==> src/rtl/sfd_pkg.sv <==
package sfd_pkg;

    typedef enum logic [2:0] {
        ST_IDLE,
        ST_CMD,
        ST_ADDR,
        ST_DUMMY,
        ST_DATA,
        ST_DONE
    } seq_state_t;

    localparam int CFG_W = 32;
    localparam int CNT_W = 5;

    typedef struct packed {
        logic [7:0]       opcode;
        logic [2:0]       addr_bytes;
        logic             addr_bad;
        logic [CNT_W-1:0] dummy_n;
    } xfer_plan_t;

endpackage

==> src/rtl/sfd_cfg_decode.sv <==
module sfd_cfg_decode
    import sfd_pkg::*;
(
    input  logic             is_write,
    input  logic [CFG_W-1:0] rd_cfg,
    input  logic [CFG_W-1:0] wr_cfg,
    output xfer_plan_t       plan
);
    logic [CFG_W-1:0] cfg;
    logic [1:0]       asz;
    logic [CNT_W-1:0] dummy_raw;

    always_comb begin
        cfg       = is_write ? wr_cfg : rd_cfg;
        asz       = cfg[17:16];
        dummy_raw = {rd_cfg[13:12], 3'b000} >> rd_cfg[9:8];
        plan.opcode = cfg[7:0];
        unique case (asz)
            2'd0: begin plan.addr_bytes = 3'd3; plan.addr_bad = 1'b0; end
            2'd1: begin plan.addr_bytes = 3'd4; plan.addr_bad = 1'b0; end
            default: begin plan.addr_bytes = 3'd0; plan.addr_bad = 1'b1; end
        endcase
        plan.dummy_n = is_write ? '0 : dummy_raw;
    end
endmodule

==> src/rtl/sfd_cs_drive.sv <==
module sfd_cs_drive #(
    parameter int NUM_CS = 2,
    localparam int CS_W  = (NUM_CS > 1) ? $clog2(NUM_CS) : 1
) (
    input  logic              active,
    input  logic [CS_W-1:0]   sel,
    output logic [NUM_CS-1:0] cs_n
);
    for (genvar g = 0; g < NUM_CS; g++) begin : g_cs
        assign cs_n[g] = !(active && (sel == CS_W'(g)));
    end
endmodule

==> src/rtl/sfd_rd_pack.sv <==
module sfd_rd_pack #(
    parameter int DATA_BYTES = 8,
    localparam int IDX_W     = (DATA_BYTES > 1) ? $clog2(DATA_BYTES) : 1
) (
    input  logic                    clk,
    input  logic                    rst_n,
    input  logic                    clear,
    input  logic                    capture,
    input  logic [IDX_W-1:0]        idx,
    input  logic [7:0]              rx,
    output logic [8*DATA_BYTES-1:0] data
);
    for (genvar g = 0; g < DATA_BYTES; g++) begin : g_byte
        always_ff @(posedge clk or negedge rst_n) begin
            if (!rst_n) begin
                data[8*g +: 8] <= '0;
            end else if (clear) begin
                data[8*g +: 8] <= '0;
            end else if (capture && (idx == IDX_W'(g))) begin
                data[8*g +: 8] <= rx;
            end
        end
    end
endmodule

==> src/rtl/sfd_seq.sv <==
module sfd_seq
    import sfd_pkg::*;
#(
    parameter int NUM_CS     = 2,
    parameter int WIN_BITS   = 27,
    parameter int DATA_BYTES = 8,
    localparam int CS_W      = (NUM_CS > 1) ? $clog2(NUM_CS) : 1,
    localparam int ADDR_W    = WIN_BITS + CS_W,
    localparam int SIZE_W    = (DATA_BYTES > 1) ? $clog2(DATA_BYTES) : 1,
    localparam int DATA_W    = 8 * DATA_BYTES
) (
    input  logic              clk,
    input  logic              rst_n,
    input  logic              req_valid,
    output logic              req_ready,
    input  logic              req_write,
    input  logic [ADDR_W-1:0] req_addr,
    input  logic [SIZE_W-1:0] req_size,
    input  logic [DATA_W-1:0] req_wdata,
    output logic [DATA_W-1:0] req_rdata,
    input  logic [CFG_W-1:0]  rd_cfg,
    input  logic [CFG_W-1:0]  wr_cfg,
    output logic              sh_valid,
    input  logic              sh_ready,
    output logic              sh_dummy,
    output logic [7:0]        sh_tx,
    input  logic [7:0]        sh_rx,
    output logic [NUM_CS-1:0] cs_n,
    output logic              err_addr_size,
    output logic              err_overlap
);
    seq_state_t        state, state_nxt;
    xfer_plan_t        plan_in, plan_q;
    logic [ADDR_W-1:0] lat_addr;
    logic              lat_write;
    logic [SIZE_W-1:0] lat_size;
    logic [DATA_W-1:0] lat_wdata;
    logic [CNT_W-1:0]  cnt;
    logic [31:0]       off32;
    logic              hs, accept, cs_active, req_changed;

    sfd_cfg_decode u_decode (
        .is_write (req_write),
        .rd_cfg   (rd_cfg),
        .wr_cfg   (wr_cfg),
        .plan     (plan_in)
    );

    sfd_cs_drive #(.NUM_CS(NUM_CS)) u_cs (
        .active (cs_active),
        .sel    (lat_addr[ADDR_W-1 -: CS_W]),
        .cs_n   (cs_n)
    );

    sfd_rd_pack #(.DATA_BYTES(DATA_BYTES)) u_pack (
        .clk     (clk),
        .rst_n   (rst_n),
        .clear   (accept),
        .capture (hs && (state == ST_DATA) && !lat_write),
        .idx     (cnt[SIZE_W-1:0]),
        .rx      (sh_rx),
        .data    (req_rdata)
    );

    assign off32       = {{(32-WIN_BITS){1'b0}}, lat_addr[WIN_BITS-1:0]};
    assign hs          = sh_valid && sh_ready;
    assign accept      = (state == ST_IDLE) && req_valid;
    assign req_changed = (req_addr != lat_addr) || (req_write != lat_write)
                         || (req_size != lat_size);

    // State register
    always_ff @(posedge clk or negedge rst_n) begin
        if (!rst_n) state <= ST_IDLE;
        else        state <= state_nxt;
    end

    // Next-state selection
    always_comb begin
        state_nxt = state;
        unique case (state)
            ST_IDLE:  if (req_valid) state_nxt = ST_CMD;
            ST_CMD: begin
                if (sh_ready) begin
                    if (plan_q.addr_bytes != 3'd0)    state_nxt = ST_ADDR;
                    else if (plan_q.dummy_n != '0)    state_nxt = ST_DUMMY;
                    else                              state_nxt = ST_DATA;
                end
            end
            ST_ADDR: begin
                if (sh_ready && cnt == '0) begin
                    if (plan_q.dummy_n != '0) state_nxt = ST_DUMMY;
                    else                      state_nxt = ST_DATA;
                end
            end
            ST_DUMMY: if (sh_ready && cnt == '0) state_nxt = ST_DATA;
            ST_DATA:  if (sh_ready && cnt == CNT_W'(lat_size)) state_nxt = ST_DONE;
            ST_DONE:  state_nxt = ST_IDLE;
            default:  state_nxt = ST_IDLE;
        endcase
    end

    // Outputs decoded from the state
    always_comb begin
        sh_valid  = 1'b0;
        sh_dummy  = 1'b0;
        sh_tx     = '0;
        cs_active = 1'b0;
        req_ready = 1'b0;
        unique case (state)
            ST_IDLE: ;
            ST_CMD: begin
                sh_valid  = 1'b1;
                cs_active = 1'b1;
                sh_tx     = plan_q.opcode;
            end
            ST_ADDR: begin
                sh_valid  = 1'b1;
                cs_active = 1'b1;
                sh_tx     = 8'(off32 >> (8 * cnt[1:0]));
            end
            ST_DUMMY: begin
                sh_valid  = 1'b1;
                cs_active = 1'b1;
                sh_dummy  = 1'b1;
            end
            ST_DATA: begin
                sh_valid  = 1'b1;
                cs_active = 1'b1;
                sh_tx     = lat_write ? 8'(lat_wdata >> (8 * cnt)) : 8'h00;
            end
            ST_DONE:  req_ready = 1'b1;
            default: ;
        endcase
    end

    // Request capture, phase counter and error flags
    always_ff @(posedge clk or negedge rst_n) begin
        if (!rst_n) begin
            plan_q        <= '0;
            lat_addr      <= '0;
            lat_write     <= 1'b0;
            lat_size      <= '0;
            lat_wdata     <= '0;
            cnt           <= '0;
            err_addr_size <= 1'b0;
            err_overlap   <= 1'b0;
        end else begin
            if (accept) begin
                plan_q    <= plan_in;
                lat_addr  <= req_addr;
                lat_write <= req_write;
                lat_size  <= req_size;
                lat_wdata <= req_wdata;
                if (plan_in.addr_bad) err_addr_size <= 1'b1;
            end
            if (state != ST_IDLE && req_valid && req_changed) err_overlap <= 1'b1;
            if (hs) begin
                if (state_nxt != state) begin
                    unique case (state_nxt)
                        ST_ADDR:  cnt <= CNT_W'(plan_q.addr_bytes) - CNT_W'(1);
                        ST_DUMMY: cnt <= plan_q.dummy_n - CNT_W'(1);
                        default:  cnt <= '0;
                    endcase
                end else if (state == ST_DATA) begin
                    cnt <= cnt + CNT_W'(1);
                end else begin
                    cnt <= cnt - CNT_W'(1);
                end
            end
        end
    end
endmodule

==> config.mk <==
export PLATFORM = sky130hd
export DESIGN_NAME = sfd_seq
export DESIGN_NICKNAME = d
export VERILOG_FILES = /design/src/rtl/sfd_pkg.sv /design/src/rtl/sfd_cfg_decode.sv /design/src/rtl/sfd_cs_drive.sv /design/src/rtl/sfd_rd_pack.sv /design/src/rtl/sfd_seq.sv
export SDC_FILE = /design/constraint.sdc
export NUM_CORES = 1
export LEC_CHECK = 0
export BUFFER_PORTS_ARGS = -buffer_cell sky130_fd_sc_hd__buf_2
export CORE_ASPECT_RATIO = 1.75
export CORE_MARGIN = 2
export CORE_UTILIZATION = 57
export DETAILED_ROUTE_END_ITERATION = 6
export GPL_ROUTABILITY_DRIVEN = 0
export HOLD_SLACK_MARGIN = 0.06
export PLACE_DENSITY = 0.85
export SYNTH_ARGS = -nofsm -noshare
export SYNTH_HDL_FRONTEND = slang
export SYNTH_SLANG_ARGS = --single-unit
==> constraint.sdc <==
create_clock -name clk -period 4.23 [get_ports clk]
set_input_delay 0.2115 -clock clk [delete_from_list [all_inputs] [get_ports clk]]
set_output_delay 0.2115 -clock clk [all_outputs]
set_load 0.1 [all_outputs]
Word level (Yosys, flattened, before mapping)
Index checks and enable logic that the tools add are counted.

Add/sub/neg operators: 4. $mul: 0. Divide/modulo/power cells: 0. Magnitude comparators: 0. Equality and inequality tests: 20. Shifts and indexed selects: 3. Mux-type cells: 35. Bitwise gates (word level): 1. Reduce and logical (&&, ||, !) cells: 40.

Operator list (count): $mux W8 (17); $shr A64 B8 Y8 (1); $ne A28 B28 Y1 (1); $shr A27 B5 Y8 (1); $pmux W8 S3 (1); $mux W3 (7); $eq A3 B2 Y1 const B (6); $eq A3 B3 Y1 const B (6); $logic_and A1 B1 Y1 (18); $mux W18 (1); $reduce_bool A2 Y1 (8); $mux W5 (3); $pmux W3 S5 (1); $pmux W5 S2 (1); $sub A5 B1 Y5 const B (2); $pmux W4 S2 (1); $eq A3 B1 Y1 const B (2); $logic_not A3 Y1 (2); $ne A3 B3 Y1 (2); $reduce_bool A3 Y1 (2); $add A5 B1 Y5 const B (1); $eq A5 B3 Y1 (1); $logic_not A5 Y1 (1); $reduce_bool A5 Y1 (1); 11 further kinds (16).

Register bits: 186. Bits in latches: 0. RAM bits: 0. Memory bits (read-only): 0. Input port bits: 172. Output and inout port bits: 79. Logic and storage cells: 122. Memories: 0.

Logic depth before layout (Yosys ltp)
Depth in word-level cells: 9. Gate-level depth with buffers: 10. Mapped depth without buffers: 10.

Hierarchy
From an unflattened synthesis, not the netlist that was laid out.

Cells, all modules: 748. Area, all modules: 9532.9 um^2.

By module, submodules not included: sfd_seq (times used 1, cells an instance 484, area each 6344.8 um^2, seq. area each 3052.9 um^2); sfd_rd_pack (times used 1, cells an instance 236, area each 2939.1 um^2, seq. area each 1601.5 um^2); sfd_cfg_decode (times used 1, cells an instance 26, area each 239.0 um^2, seq. area each 0.0 um^2); sfd_cs_drive (times used 1, cells an instance 2, area each 10.0 um^2, seq. area each 0.0 um^2).

Worst setup path before layout
No wires, ideal clock.

Kind: reg2out. Start point: register state[0]. End point: output port cs_n[1]. Arrival time: 3.507 ns. Required time: 4.018 ns. Path slack: 0.512 ns. Cell stages (with the launch flop): 5. Path buffers: 1. Cell sequence: dfrtp_1 > buf_4 > nor2_1 > xnor2_1 > nand2_1.

Word-level cells in the longest chain between the ends: 5. Elaborated cells on any way between the ends: 8. Those cells by class: eq/ne (4); mux (1); reduce/logical (3).

RTL lines: start, declared (line sfd_seq.sv:32) `seq_state_t state, state_nxt;`; start signal, assigned (line sfd_seq.sv:74) `else state <= state_nxt;`; $eq A3 B3 Y1, or another cell as far along; $reduce_or A4 Y1 (no source line) *; $mux W1 *; via sh_valid (line sfd_seq.sv:23) `output logic sh_valid,`; $logic_and A1 B1 Y1 * (line sfd_cs_drive.sv:10) `assign cs_n[g] = !(active && (sel == CS_W'(g)));`; $logic_not A1 Y1 * (line sfd_cs_drive.sv:10); end, declared (line sfd_seq.sv:28) `output logic [NUM_CS-1:0] cs_n,`.

Mark *: on every way through the listed nets, which the timed path passes. The rest lies on a longest branch.

Worst setup path after layout
Start point: register cnt[0]. End point: output port sh_tx[4].

Word-level cells in the longest chain between the ends: 3. Elaborated cells on any way between the ends: 4. Those cells by class: shift (2); mux (2).

RTL lines: start, declared (line sfd_seq.sv:38) `logic [CNT_W-1:0] cnt;`; start signal, assigned (line sfd_seq.sv:160) `ST_ADDR: cnt <= CNT_W'(plan_q.addr_bytes) - CNT_W'(1);`; start signal, assigned (line sfd_seq.sv:161) `ST_DUMMY: cnt <= plan_q.dummy_n - CNT_W'(1);`; start signal, assigned (line sfd_seq.sv:165) `cnt <= cnt + CNT_W'(1);`; $shr A64 B8 Y8 (line sfd_seq.sv:129) `sh_tx = lat_write ? 8'(lat_wdata >> (8 * cnt)) : 8'h00;`; $mux W8 (line sfd_seq.sv:129); $pmux W8 S3 * (line sfd_seq.sv:109) `unique case (state)`; end, declared (line sfd_seq.sv:26) `output logic [7:0] sh_tx,`.

Every way passes the cells marked *; elsewhere a longest branch is shown, timed or not.

==> metrics <==
Antenna Diode Count 0; worst reg2reg setup slack 1170 ps; CP max FO 24; CTS buffer count 17; clock insertion delay at the later pin of the skew report 420 ps; final wirelength 27.9 mm; destination of the critical timing path sh_tx[4]; number of setup violations in the final report 0; WL per Instance 19.7 um; Tightest Pin Transition 972 ps; Top FF cell, synth sky130_fd_sc_hd__dfrtp_1; summed instance area of the synthesized netlist 0.00910 mm2; number of design-rule violations left by the first detailed-router iteration between 700 and 800; worst path arrival time about 3000 ps; number of buffer cells added on primary ports 210; Worst-path clk slew 70 ps; maximum frequency from static timing analysis 312 MHz; clock tree from TritonCTS done; Die Width 99.5 um; count of mapped cells out of synthesis 948; path category of the worst min-delay check primary input to flop; detailed-routing iteration count for the pre-antenna-repair pass 5; via/cell ratio 5.74; via count of the routed design between 8000 and 9000; layout cells sized above 1 24.0%; number of max-slew violations in the final report 0; DR DRC count 0; number of H-tree levels 4; area added between synthesis and finish 29.1%; unrepaired setup endpoints after global routing no; Rel. slew slack 35.2%; sink count of the clock tree 185; type of origin of the critical path flop; CTS Root Buffer Type sky130_fd_sc_hd__clkbuf_16; r2r endpoint cnt[4]; Layout Nets 1397; startpoint of the worst hold path req_valid; MaxCap Viol Count 0; critical path cell sequence nor2b_1 > nand2_1 > o21ai_0 > a22oi_1 > o22ai_1 > buf_2; kind of cell adding the most delay to the critical path flip-flops; Crit. Startpoint cnt[0]; start-to-end type of the worst setup path flop to primary output; Power per Cell Area 702 mW/mm2; maximum number of pins on one net before global-route repair 162; Hold Path Stages 3; first-pass GRT wire length 43.7 mm; critical path depth 6; result of the run complete, no violations; P_leak 6.03 nW; count of distinct cell types in the synthesized netlist 56; IR drop worst, VDD 547 uV; Max Clock Skew ~13 ps; vias in the first global route 8574; Die Area 0.0170 mm2; final total negative setup slack 0 ps; longest individual stage delay on the worst path slightly above 800 ps; hold violation total from the final report 0; fraction of the yosys area taken by sequential cells between 50% and 60%; total nets after synthesis 1128; source of the worst register-to-register timing path cnt[1]; filler cell count 1029; global-route congestion overflow total 0; global-route usage over all layers 33.3%; number of flip-flops and latches in the synthesized netlist 185; endpoint class of the critical path primary output; Antenna Nets Post-Route 0; number of enable flip-flop cells after synthesis 0; I/O pin count between 200 and 300; path depth of the worst reg2reg path 8; Detailed Place HPWL between 15 and 20 mm; CP max-delay cell sky130_fd_sc_hd__dfrtp_2; share of flip-flops with an asynchronous set or reset after synthesis 100%; Std-Cell Core Area between 0.015 and 0.02 mm2; initial antenna violation count 0; Starting Density 57.6%; Final Power 8.25 mW; FP Rows a little over 60; clock tree buffer depth 2; crit path time final 3210 ps; share of the cycle needed by the critical path after routing 75.8%; average size of a mapped cell approximately 9.6 um2; Req. time, crit path 4020 ps; height of the die approximately 170 um; number of gates resized after CTS 0; buffer and inverter count on the worst path 1; total of warnings raised by yosys 0
## cell usage after synthesis, types with 2 or more instances
master	number	area, um2
sky130_fd_sc_hd__mux2i_1	71	711
sky130_fd_sc_hd__mux2_2	2	22.5
sky130_fd_sc_hd__a21oi_1	26	130
sky130_fd_sc_hd__a211o_1	2	17.5
sky130_fd_sc_hd__o41ai_1	3	26.3
sky130_fd_sc_hd__nor4b_2	3	45.0
sky130_fd_sc_hd__buf_4	5	37.5
sky130_fd_sc_hd__mux4_2	19	428
sky130_fd_sc_hd__nand3_1	18	90.1
sky130_fd_sc_hd__buf_1	4	15.0
sky130_fd_sc_hd__xor2_1	37	324
sky130_fd_sc_hd__buf_6	3	33.8
sky130_fd_sc_hd__a22oi_1	8	60.1
sky130_fd_sc_hd__dfrtp_1	185	4630
sky130_fd_sc_hd__nor4_1	8	50.1
sky130_fd_sc_hd__clkbuf_1	45	169
sky130_fd_sc_hd__ha_1	7	87.6
sky130_fd_sc_hd__buf_2	8	40.0
sky130_fd_sc_hd__o22ai_1	8	50.1
sky130_fd_sc_hd__xnor2_1	5	43.8
sky130_fd_sc_hd__nor3b_1	4	30.0
sky130_fd_sc_hd__o21ai_0	18	90.1
sky130_fd_sc_hd__a21o_1	4	30.0
sky130_fd_sc_hd__nand2_1	340	1280
sky130_fd_sc_hd__inv_1	9	33.8
sky130_fd_sc_hd__nor2_1	54	203
sky130_fd_sc_hd__nor2_2	9	56.3
sky130_fd_sc_hd__nand4_1	3	18.8
sky130_fd_sc_hd__nor2b_1	3	18.8
sky130_fd_sc_hd__o21ai_1	2	10.0
sky130_fd_sc_hd__nand2b_1	3	18.8
sky130_fd_sc_hd__nand3b_1	2	15.0
sky130_fd_sc_hd__nor3_1	2	10.0
sky130_fd_sc_hd__and2_1	3	18.8
sky130_fd_sc_hd__o31ai_1	4	30.0
## flip-flops by register name, summed over array words and instances (netlist names)
register / count
lat_addr: 28
plan_q: 15
lat_size: 3
cnt: 5
lat_write: 1
u_pack.data: 64
err_overlap: 1
lat_wdata: 64
err_addr_size: 1
state: 3
## tightest hold or removal path: cells and delay by family
kind	cells	cell delay (ps)
buffers and inverters	2	180
AO/OA/AOI/OAI	1	60
## layout by cell type (no fill, tap or decap), types with 4 or more instances in the layout
cell type,Yosys,final
sky130_fd_sc_hd__ha_1,7,7
sky130_fd_sc_hd__clkbuf_16,0,17
sky130_fd_sc_hd__a22oi_1,8,8
sky130_fd_sc_hd__nand2_1,340,339
sky130_fd_sc_hd__nor2_2,9,9
sky130_fd_sc_hd__o21ai_0,18,18
sky130_fd_sc_hd__dfrtp_1,185,183
sky130_fd_sc_hd__mux4_2,19,19
sky130_fd_sc_hd__inv_6,0,4
sky130_fd_sc_hd__nor4_1,8,8
sky130_fd_sc_hd__a21oi_1,26,26
sky130_fd_sc_hd__a21o_1,4,4
sky130_fd_sc_hd__mux2i_1,71,71
sky130_fd_sc_hd__inv_1,9,9
sky130_fd_sc_hd__o31ai_1,4,4
sky130_fd_sc_hd__xnor2_1,5,5
sky130_fd_sc_hd__dlygate4sd3_1,0,96
sky130_fd_sc_hd__nand3_1,18,18
sky130_fd_sc_hd__xor2_1,37,37
sky130_fd_sc_hd__o22ai_1,8,8
sky130_fd_sc_hd__nor2_1,54,54
sky130_fd_sc_hd__buf_2,8,209
sky130_fd_sc_hd__buf_4,5,7
## cell families (layout without fill, tap and decap cells)
kind of cell,count (synthesis),in the layout,synth area share [%]
muxes,92,92,12.8
xor gates and xnor gates,42,42,4.04
DFF,185,185,50.9
adders and majority gates,8,8,1.18
buffers and inverters,74,356,3.62
and+or+nand+nor,464,464,21.8
AOI/OAI and AO/OA,83,83,5.71
## worst min path at each step
stage                    to  slack [ps]
6_report        err_overlap          80
5_1_grt        lat_addr[25]          80
4_1_cts         err_overlap          60
3_5_place_dp   lat_addr[21]         390
3_3_place_gp   lat_addr[21]         390
2_1_floorplan        cnt[0]         -80
## through the flow
stage | area (um2) | cells | hold WS [ps] | setup WS (ps) | utilization, %
global route | 11700 | 1419 | 76.0 | 882 | 74.4
finish | 11700 | 1419 | 77.2 | 1020 | 74.4
floorplan | 9100 | 948 | -84.1 | 512 | -
detailed placement | 10200 | 1291 | 393 | 1280 | 64.6
CTS | 11700 | 1419 | 64.8 | 1050 | 74.4
global placement | 10200 | 1291 | 391 | 1370 | 64.6
## report_power, final
part | switching, mW | internal [mW]
logic | 2.42 | 1.28
clock network | 0.733 | 0.850
registers | 0.634 | 2.34
total | 3.78 | 4.46
## cell type report
class	count	area, um2	share of cell area, %
clock buffer	20	447	3.80
clock inverter	12	130	1.11
inverter	9	33.8	0.288
multi-input combinational	689	4160	35.4
sequential	185	4630	39.4
tap	189	236	2.01
timing repair buffer	315	2110	18.0
## per-layer routing
metal / vias up / GRT usage (%) / wire length [um]
li1: 3674 / - / -
met1: 3863 / 36.7 / 9630
met2: 460 / 57.8 / 14700
met3: 153 / 6.05 / 1480
met4: 0 / 22.8 / 2170
met5: - / 0 / 0
## what timing repair did
| item | 4_1_cts | 5_1_grt |
|---|---|---|
| hold buffers | 96 | 0 |
| setup endpoints to repair | 0 | 0 |
| setup buffers | 0 | 0 |
| endpoints found under the hold margin | 198 | 0 |
Note: power is estimated with default switching activity, not from simulation.
